[src/rtl/sixcyc_pkg.sv]
package sixcyc_pkg;

    localparam int CNT_W = 3;
    localparam int IDX_A = 2;
    localparam int IDX_B = 1;
    localparam int IDX_C = 0;

    typedef enum logic [CNT_W-1:0] {
        ST_ZERO = 3'b000,
        ST_ONE  = 3'b001,
        ST_TWO  = 3'b010,
        ST_GAP3 = 3'b011,
        ST_FOUR = 3'b100,
        ST_FIVE = 3'b101,
        ST_SIX  = 3'b110,
        ST_GAP7 = 3'b111
    } cnt_state_e;

endpackage

[src/rtl/sixcyc_jk_cell.sv]
// One JK flip-flop's next-value function: set, reset, toggle or keep.
module sixcyc_jk_cell (
    input  logic j,
    input  logic k,
    input  logic q,
    output logic q_next
);
    always_comb begin
        unique case ({j, k})
            2'b00: q_next = q;
            2'b01: q_next = 1'b0;
            2'b10: q_next = 1'b1;
            2'b11: q_next = ~q;
        endcase
    end
endmodule

[src/rtl/sixcyc_next.sv]
// Next-state logic: the J and K inputs of every bit, then one JK cell per bit.
module sixcyc_next
    import sixcyc_pkg::*;
(
    input  cnt_state_e cur,
    output cnt_state_e nxt
);
    logic [CNT_W-1:0] cur_v;
    logic [CNT_W-1:0] j_v;
    logic [CNT_W-1:0] k_v;
    logic [CNT_W-1:0] q_n;

    assign cur_v = cur;

    always_comb begin
        j_v[IDX_A] = cur_v[IDX_B];
        k_v[IDX_A] = cur_v[IDX_B];
        j_v[IDX_B] = cur_v[IDX_C];
        k_v[IDX_B] = 1'b1;
        j_v[IDX_C] = ~cur_v[IDX_B];
        k_v[IDX_C] = 1'b1;
    end

    for (genvar g = 0; g < CNT_W; g++) begin : g_bit
        sixcyc_jk_cell u_cell (
            .j      (j_v[g]),
            .k      (k_v[g]),
            .q      (cur_v[g]),
            .q_next (q_n[g])
        );
    end

    assign nxt = cnt_state_e'(q_n);
endmodule

[src/rtl/sixcyc_state_reg.sv]
// State register: reset has priority over enable.
module sixcyc_state_reg
    import sixcyc_pkg::*;
(
    input  logic       clk,
    input  logic       rst,
    input  logic       en,
    input  cnt_state_e d,
    output cnt_state_e q
);
    always_ff @(posedge clk) begin
        if (rst) begin
            q <= ST_ZERO;
        end else if (en) begin
            q <= d;
        end
    end
endmodule

[src/rtl/sixcyc_outputs.sv]
// Output decode: the state code and the flag for codes outside the cycle.
module sixcyc_outputs
    import sixcyc_pkg::*;
(
    input  cnt_state_e       cur,
    output logic [CNT_W-1:0] code,
    output logic             off_cycle
);
    assign code = cur;

    always_comb begin
        unique case (cur)
            ST_ZERO, ST_ONE, ST_TWO,
            ST_FOUR, ST_FIVE, ST_SIX: off_cycle = 1'b0;
            ST_GAP3, ST_GAP7:         off_cycle = 1'b1;
        endcase
    end
endmodule

[src/rtl/sixcyc_counter.sv]
module sixcyc_counter
    import sixcyc_pkg::*;
(
    input  logic             clk,
    input  logic             rst,
    input  logic             cnt_en,
    output logic [CNT_W-1:0] state_q,
    output logic             off_cycle
);
    cnt_state_e cur_state;
    cnt_state_e nxt_state;

    sixcyc_next u_next (
        .cur (cur_state),
        .nxt (nxt_state)
    );

    sixcyc_state_reg u_reg (
        .clk (clk),
        .rst (rst),
        .en  (cnt_en),
        .d   (nxt_state),
        .q   (cur_state)
    );

    sixcyc_outputs u_out (
        .cur       (cur_state),
        .code      (state_q),
        .off_cycle (off_cycle)
    );
endmodule

[config.mk]
export PLATFORM = sky130hd
export DESIGN_NAME = sixcyc_counter
export DESIGN_NICKNAME = d
export VERILOG_FILES = /design/src/rtl/sixcyc_pkg.sv /design/src/rtl/sixcyc_jk_cell.sv /design/src/rtl/sixcyc_next.sv /design/src/rtl/sixcyc_state_reg.sv /design/src/rtl/sixcyc_outputs.sv /design/src/rtl/sixcyc_counter.sv
export SDC_FILE = /design/constraint.sdc
export NUM_CORES = 1
export LEC_CHECK = 0
export ABC_AREA = 1
export BUFFER_PORTS_ARGS = -buffer_cell sky130_fd_sc_hd__buf_2
export CAP_MARGIN = 20
export CORE_AREA = 8 8 45 47
export CTS_CLUSTER_SIZE = 25
export DETAILED_ROUTE_END_ITERATION = 8
export DIE_AREA = 0 0 53 55
export SLEW_MARGIN = 20
export SYNTH_ARGS = -nofsm -noshare
export SYNTH_HDL_FRONTEND = slang
export SYNTH_SLANG_ARGS = --single-unit
export TNS_END_PERCENT = 30
[constraint.sdc]
create_clock -name clk -period 0.8 [get_ports clk]
set_input_delay 0.16 -clock clk [delete_from_list [all_inputs] [get_ports clk]]
set_output_delay 0.16 -clock clk [all_outputs]
set_load 0.1 [all_outputs]
==> results of run 1 <==
## area by class of cell
type	count	area, um2
sequential	3	66.31
tap	16	20.02
clock buffer	4	26.28
multi-input combinational	13	63.81
timing repair buffer	8	105.1
fill	161	1084
inverter	4	18.77
## routing by layer
layer | up-vias | global-route usage (%)
met2 | 8 | 5.273
met5 | - | 0
met1 | 74 | 2.276
met3 | 4 | 2.674
met4 | 0 | 6.466
li1 | 82 | -
## power breakdown
group	internal, mW	switching [mW]	leakage, nW
clock	0.187	0.0769	0.0150
combinational	0.0696	0.123	0.0910
sequential	0.161	0.00892	0.0261
## logic make-up (layout without fill, tap and decap cells)
logic type / after synthesis / after routing
compound gates: 2 / 2
buf+inv: 7 / 16
flops: 3 / 3
simple gates: 11 / 11
## worst max-delay path by stage
| stage | startpoint | to | slack, ps | cells after the start |
|---|---|---|---|---|
| 3_3_place_gp | u_reg.q[1]$_SDFFE_PP0P_ | off_cycle | 2 | 3 |
| 6_report | u_reg.q[1]$_SDFFE_PP0P_ | state_q[1] | -240 | 2 |
| 2_1_floorplan | u_reg.q[1]$_SDFFE_PP0P_ | off_cycle | -170 | 2 |
| 5_1_grt | u_reg.q[0]$_SDFFE_PP0P_ | off_cycle | -280 | 3 |
| 3_5_place_dp | u_reg.q[1]$_SDFFE_PP0P_ | off_cycle | -8 | 3 |
| 4_1_cts | u_reg.q[1]$_SDFFE_PP0P_ | off_cycle | -250 | 3 |
## cell usage in the layout, fill, tap and decap left out
cell type,count
nand2_1,5
buf_12,4
clkbuf_4,3
inv_1,2
nor2_1,2
nand2_2,2
buf_2,2
buf_4,2
dfxtp_2,2
a21oi_2,1
nand3_1,1
inv_2,1
nor2_2,1
a21oi_1,1
clkinvlp_4,1
clkbuf_1,1
dfxtp_4,1
## what timing repair did
item / 4_1_cts / 5_1_grt
pin swaps: 1 / 0
resized for setup: 2 / 3
buffers inserted: 0 / 0
endpoints found under the hold margin: 0 / 0
endpoints found under the setup margin: 4 / 7
## Yosys cell counts, drive strengths merged
cell / number
nand2: 7
nor2: 3
nand3: 1
buf: 3
a21oi: 2
inv: 4
dfxtp: 3
## critical path, cell delays in order, from the launching register on
cell     delay [ps]
dfxtp_2         330
buf_4           140
buf_12          170
## metrics by stage
stage	area [um2]	setup WS [ps]	TNS, ps
final	300.3	-243.9	-818.5
after global routing	300.3	-282.6	-1012
after CTS	291.5	-252.7	-859.9
after detailed placement	262.8	-7.532	-7.598
after global placement	262.8	2.206	0
after floorplan	160.2	-165.0	-197.1
==> qor.yml, run 1 <==
outcome:
  status: "finished with violations"
  violations: "negative setup slack"
drt:
  drt-initial-drc-count: 3
  wl_met1_um: 96
  wl_um: 375
  post_drt_wl_per_cell_um: 7.813
  vias: 168
  wl_met2_um: 183
  vias_per_cell: 3.500
  dr.pass1.iters: 4
  dr.max_layer_used: "met4"
  postRouteAntennaNets: 0
  drc: 0
  met3_length_um: 75
timing:
  slew_violations: 0
  setup-violations-final: 4
  min_period_ps: 1044
  max_clock_freq_mhz: 958.0
  finalWorstSetupSlack_ps: -243.9
  rsz0062_at_grt: "yes"
  relSlewSlack_pct: 90.89
  hold_slack_ps: 179.1
  fin_skew_ps: 0.02623
  fin_crit_sh_pct: 130.5
  tightest_slew_ps: 136.7
  hold_viol: 0
die:
  die_h_um: 55
  fp.dieW_um: 53
  die_area_um2: 2915
  coreArea_um2: 1384
  boundaryPins: 7
  rows: 14
  initial_core_util_pct: 11.03
finish:
  instances_no_fill: 48
  top_register: "u_reg.q"
  largest_register_ffs: 3
  final_util_pct: 21.70
  largestRegisters: "u_reg.q: 3 flops"
  syn_to_final_growth_pct: 96.72
  n_antenna_cell: 0
  final_net_count: 36
  drive_above_1_share_pct: 62.50
hold_path:
  worstHoldPathCells: 4
  holdCritPathClass: "in -> reg"
  min_to: "u_reg.q[2]$_SDFFE_PP0P_"
  hp-start: "rst"
cts:
  path_clk_slew_ps: 40
  htree_levels: 1
  clockBufferDepth: 2
  cts_tree: "built"
  clk_latency_ps: 230
  cts_hold_buf: 0
  numCtsBuffers: 3
  cts_sinks: 3
  clockRootBuffer: "clkbuf_4"
setup_path:
  rr_worst_depth: 4
  regToRegStartpoint: "u_reg.q[1]$_SDFFE_PP0P_"
  r2r_slack_ps: 30
  critPathLaunchType: "flop"
  end_kind: "output pin"
  r2r-end: "u_reg.q[1]$_SDFFE_PP0P_"
  cp.required_ps: 640
  cp_max_fo: 4
  crit_arrival_ps: 880
  critical_path_class: "reg -> out"
synthesis:
  synth-simple-area-share_pct: 29.51
  yosys.area.top_type: "dfxtp_1"
  synth-compound-area-share_pct: 6.557
  synth_adder_area_share_pct: 0
  synthTopCellsByArea: "dfxtp_1 (39%), nand2_1 (17%), buf_4 (15%)"
  ys_seq_elements: 3
  syn_area_per_cell_um2: 6.637
  ys_types: 9
  synth_top_family_by_area: "simple AND/OR/NAND/NOR gates"
  yosys_warnings: 0
  syn_area_um2: 152.6
  syn_inst: 23
  synthMuxAreaShare_pct: 0
  ys_seq_area_share_pct: 39.34
  yosysTopAreaCellShare_pct: 39.34
  synthXorXnorAreaFrac_pct: 0
  syn-num-nets: 26
pwr:
  fin_total_pwr_mw: 0.6263
  leakagePower_nw: 0.1321
  peakVddDrop_uv: 293.9
  p_per_area_nw_per_um2: 2086
global_route:
  overflow: 0
  antenna_found_initial: 0
  grt_pass1_vias: 172
  grt_pass1_wl_um: 662
  grt_usage_pct: 3.659
  grt_max_degree: 7
placed_design:
  place_inst: 44
  gp_congestion: 0.6102
  dp_hpwl_um: 286.1
  io_buffers: 6
job:
  drv_cap: 0
(Power assumes the default switching activity.)
==> run 2, diff against run 1 <==
- clock period: 0.8 -> 1.25 ns (I/O delays scaled with it)
==> qor.yml, run 2 (synthesis gave the netlist of run 1 again) <==
pwr:
  sw_frac_of_total_pct: 32.61
  peakVddDrop_uv: 249.5
  pwr-share-clk_pct: 42.3
  p_per_area_nw_per_um2: 1381
  p_comb_share_pct: 30.5
  p_int_mw: 0.2655
  seq_power_share_pct: 27.2
  leakagePower_nw: 0.1291
  p_switching_mw: 0.1285
cts:
  cts-resized-gates: 0
  cts_hold_buf: 0
  clk_latency_ps: 230
  htree_levels: 1
  cts_tree: "built"
  clockRootBuffer: "clkbuf_4"
  cts_setup_buffers: 0
  path_clk_slew_ps: 40
  cts_sinks: 3
  numCtsBuffers: 3
  clockBufferDepth: 2
timing:
  relSlewSlack_pct: 89.26
  hold_slack_ps: 262.9
  rsz0062_at_grt: "no"
  tightest_slew_ps: 160.9
  fin_tns_setup_ps: 0
  fin_crit_sh_pct: 92.32
  fin_skew_ps: 0.7211
  slew_violations: 0
  setup-violations-final: 0
  hold_viol: 0
  min_period_ps: 1154
  max_clock_freq_mhz: 866.5
job:
  drv_cap: 0
hold_path:
  holdCritPathClass: "in -> reg"
  worstHoldPathCells: 4
  hp-start: "rst"
  min_to: "u_reg.q[2]$_SDFFE_PP0P_"
finish:
  n_antenna_cell: 0
  largestRegisters: "u_reg.q: 3 flops"
  final_common_cell: "nand2_1"
  mostFrequentLayoutCells: "nand2_1 (7), buf_12 (4), clkbuf_4 (3), dfxtp_1 (3)"
  multiInputGateArea_um2: 55.05
  syn_to_final_growth_pct: 86.89
  drive_above_1_share_pct: 43.75
  top_register: "u_reg.q"
  regArea_um2: 60.06
  largest_register_ffs: 3
  instances_no_fill: 48
  fillers: 158
  final_net_count: 36
setup_path:
  cp.required_ps: 1000
  r2r-end: "u_reg.q[1]$_SDFFE_PP0P_"
  regToRegStartpoint: "u_reg.q[1]$_SDFFE_PP0P_"
  critPathLaunchType: "flop"
  r2r_slack_ps: 490
  crit_arrival_ps: 900
  cp_max_fo: 2
  rr_worst_depth: 4
  end_kind: "output pin"
  critical_path_class: "reg -> out"
  startpoint: "u_reg.q[0]$_SDFFE_PP0P_"
die:
  boundaryPins: 7
  die_area_um2: 2915
  initial_core_util_pct: 11.03
  fp.dieW_um: 53
  die_h_um: 55
  coreArea_um2: 1384
  rows: 14
global_route:
  grt_pass1_vias: 150
  grt_max_degree: 7
  antenna_found_initial: 0
  grt_pass1_wl_um: 538
  overflow: 0
  grt_usage_pct: 3.004
drt:
  vias: 151
  postRouteAntennaNets: 0
  wl_um: 312
  vias_per_cell: 3.146
  drt-initial-drc-count: 0
  post_drt_wl_per_cell_um: 6.500
  dr.pass1.iters: 1
  drc: 0
placed_design:
  place_inst: 44
  io_buffers: 6
  gp_congestion: 0.5846
  dp_hpwl_um: 259.8
outcome:
  status: "finished clean"
==> run 2: cell count changes in the layout (fill, tap and decap cells not counted) <==
| cell | before | now |
|---|---|---|
| dfxtp_1 | 0 | 3 |
| dfxtp_2 | 2 | 0 |
| nand2_1 | 5 | 7 |
| nand2_2 | 2 | 0 |
| a21oi_1 | 1 | 2 |
| a21oi_2 | 1 | 0 |
| dfxtp_4 | 1 | 0 |
==> run 2: power groups by stage <==
stage	Clock (mW)	Combinational, mW	Sequential (mW)
after floorplan	0	0.0790	0.110
after detailed placement	0	0.122	0.109
final	0.167	0.120	0.107
after global placement	0	0.121	0.108
after CTS	0.178	0.122	0.107
after global routing	0.186	0.126	0.108
==> run 2: stage by stage <==
step	utilization (%)	total power, mW	setup WS [ps]	area, um2
6_report	20.61	0.3940	95.99	285.3
5_1_grt	20.61	0.4205	43.73	285.3
4_1_cts	20.61	0.4064	82.11	285.3
3_5_place_dp	18.72	0.2301	334.4	259.0
3_3_place_gp	18.72	0.2289	341.5	259.0
2_1_floorplan	-	0.1893	159.5	156.4
==> run 2: worst max-delay path: stages (launching register included) <==
cell and delay (ps):
dfxtp_1 300, nand2_1 100, clkinvlp_4 100, buf_12 170
==> run 2: routing by layer <==
layer  up-vias  GRT usage (%)  part of all wire, %
met1        63          1.973                   31
met2         6          3.906                   45
li1         82              -                    -
met5         -              0                    0
met3         0          2.674                   24
met4         0          5.172                    0
==> run 2: final cells by class <==
class | instances | area share [%]
inverters | 4 | 6.579
multi-input cells | 13 | 19.30
clock buffers | 4 | 9.211
repair buffers | 8 | 36.84
flip-flops and latches | 3 | 21.05
well taps | 16 | 7.018
==> run 2: worst max path at each step <==
stage                     cells after the start         to
after global placement                        3  off_cycle
after detailed placement                      3  off_cycle
final                                         3  off_cycle
after CTS                                     3  off_cycle
after global routing                          3  off_cycle
after floorplan                               2  off_cycle
==> run 3, diff against run 2 <==
- ABC_AREA: 1 -> 0
==> qor.yml, run 3 <==
finish:
  final_util_pct: 20.07
  instances_no_fill: 40
  largest_register_ffs: 3
  final_net_count: 28
  final_common_cell: "buf_12"
  top_register: "u_reg.q"
  fillers: 152
  syn_to_final_growth_pct: 80.49
  drive_above_1_share_pct: 58.33
  n_antenna_cell: 0
  mostFrequentLayoutCells: "buf_12 (4), clkbuf_4 (3)"
  largestRegisters: "u_reg.q: 3 flops"
synthesis:
  syn_area_um2: 153.9
  yosysTopAreaCellShare_pct: 39.02
  async_flop_share_pct: 0
  yosys_warnings: 0
  syn-num-nets: 19
  ys_seq_elements: 3
  syn_area_per_cell_um2: 9.619
  synthTopCellsByArea: "dfxtp_1 (39%), buf_4 (15%), nand3b_1 (9.8%)"
  ys_seq_area_share_pct: 39.02
  synth_ff_type: "dfxtp_1"
  synth_commonest_cells: "buf_4 (3), dfxtp_1 (3), a21oi_1 (2), nand2b_1 (2), nand3b_1 (2)"
  yosys.area.top_type: "dfxtp_1"
  synth_edf_count: 0
  syn_inst: 16
  ys_types: 9
placed_design:
  gp_congestion: 0.6397
  place_inst: 36
  pre_cts_ws_ps: 212.9
  io_buffers: 6
drt:
  post_drt_wl_per_cell_um: 8.700
  postRouteAntennaNets: 0
  dr.pass1.iters: 2
  drt-initial-drc-count: 1
  vias_per_cell: 3.375
  vias: 135
  drc: 0
  wl_um: 348
timing:
  rsz0062_at_grt: "no"
  finalWorstSetupSlack_ps: 49.75
  min_period_ps: 1200
  fin_tns_setup_ps: 0
  relSlewSlack_pct: 90.70
  fin_skew_ps: 0.2661
  tightest_slew_ps: 139.4
  max_clock_freq_mhz: 833.2
  hold_viol: 0
  slew_violations: 0
  setup-violations-final: 0
  fin_crit_sh_pct: 96.02
global_route:
  grt_pass1_vias: 133
  grt_usage_pct: 2.948
  antenna_found_initial: 0
  overflow: 0
  grt_pass1_wl_um: 503
  grt_max_degree: 7
die:
  initial_core_util_pct: 11.12
  die_area_um2: 2915
  rows: 14
  fp.dieW_um: 53
  die_h_um: 55
  boundaryPins: 7
  coreArea_um2: 1384
setup_path:
  cp_max_fo: 5
  critical_path_class: "reg -> out"
  critPathLaunchType: "flop"
  crit_arrival_ps: 950
  cp.required_ps: 1000
  end_kind: "output pin"
cts:
  path_clk_slew_ps: 30
  clk_latency_ps: 230
  htree_levels: 1
  cts_tree: "built"
  cts_sinks: 3
  clockRootBuffer: "clkbuf_4"
  cts_hold_buf: 0
  numCtsBuffers: 3
  clockBufferDepth: 2
pwr:
  peakVddDrop_uv: 211.8
  leakagePower_nw: 0.1073
  p_per_area_nw_per_um2: 1292
  fin_total_pwr_mw: 0.3587
outcome:
  status: "finished clean"
hold_path:
  holdCritPathClass: "in -> reg"
job:
  drv_cap: 0
[run 3: changes by cell type in the layout (fill, tap and decap cells not counted), sizes merged]
| cell | change |
|---|---|
| and2 | +1 |
| nor2 | -3 |
| a21bo | +1 |
| clkinvlp | -1 |
| inv | -3 |
| nand3 | -1 |
| buf | -1 |
| or3b | +1 |
| nand2b | +2 |
| nand3b | +2 |
| nand2 | -7 |
| a21oi | +1 |
[run 3: logic make-up after synthesis]
logic type	after synthesis	share of synthesized area (%)
flip-flops	3	39.03
buffers and inverters	3	14.63
AO/OA/AOI/OAI	4	18.70
AND/OR/NAND/NOR	6	27.64
[run 3: repair_timing]
action / in CTS / in global routing
resized for setup: 1 / 0
setup endpoints to repair: 1 / 0
buffers inserted: 0 / 0
[run 3: cell type report]
cell class                 instances  area [um2]  share of cell area (%)
sequential                         3       61.31                   22.07
clock buffer                       4       26.28                   9.459
tap                               16       20.02                   7.207
timing repair buffer               7       97.59                   35.14
multi-input combinational         10       72.57                   26.13
[run 3: stage by stage]
stage / cell area (um2) / hold slack (ps)
after global placement: 250.2 / 453.0
after detailed placement: 250.2 / 451.7
after CTS: 277.8 / 196.1
after floorplan: 155.1 / 312.4
final: 277.8 / 204.9
after global routing: 277.8 / 212.7
[run 3: layer usage]
layer	wire length, um	share of wire (%)	global-route usage (%)	vias to the layer above
met4	0	0	3.879	0
met5	0	0	0	-
met2	153	44	3.711	6
met1	128	37	1.970	61
met3	66	19	3.476	0
li1	-	-	-	68
[run 3: report_power, final]
part / switching, mW / total [mW] / internal (mW)
registers: 0.00640 / 0.108 / 0.102
logic: 0.0523 / 0.0846 / 0.0323
clock network: 0.0463 / 0.166 / 0.119
[run 3: worst paths after layout]
kind | from | to | slack, ps | cells after the start
worst max-delay path | u_reg.q[0]$_SDFFE_PP0P_ | off_cycle | 50 | 2
worst min-delay path | rst | u_reg.q[0]$_SDFFE_PP0P_ | 200 | 2
worst max register to register | u_reg.q[0]$_SDFFE_PP0P_ | u_reg.q[0]$_SDFFE_PP0P_ | 330 | 2
worst min register to register | u_reg.q[0]$_SDFFE_PP0P_ | u_reg.q[0]$_SDFFE_PP0P_ | 520 | 2
[run 3: critical path, stage by stage, from the launching register on]
cell and delay (ps):
dfxtp_2 370, and2_2 180, buf_12 170
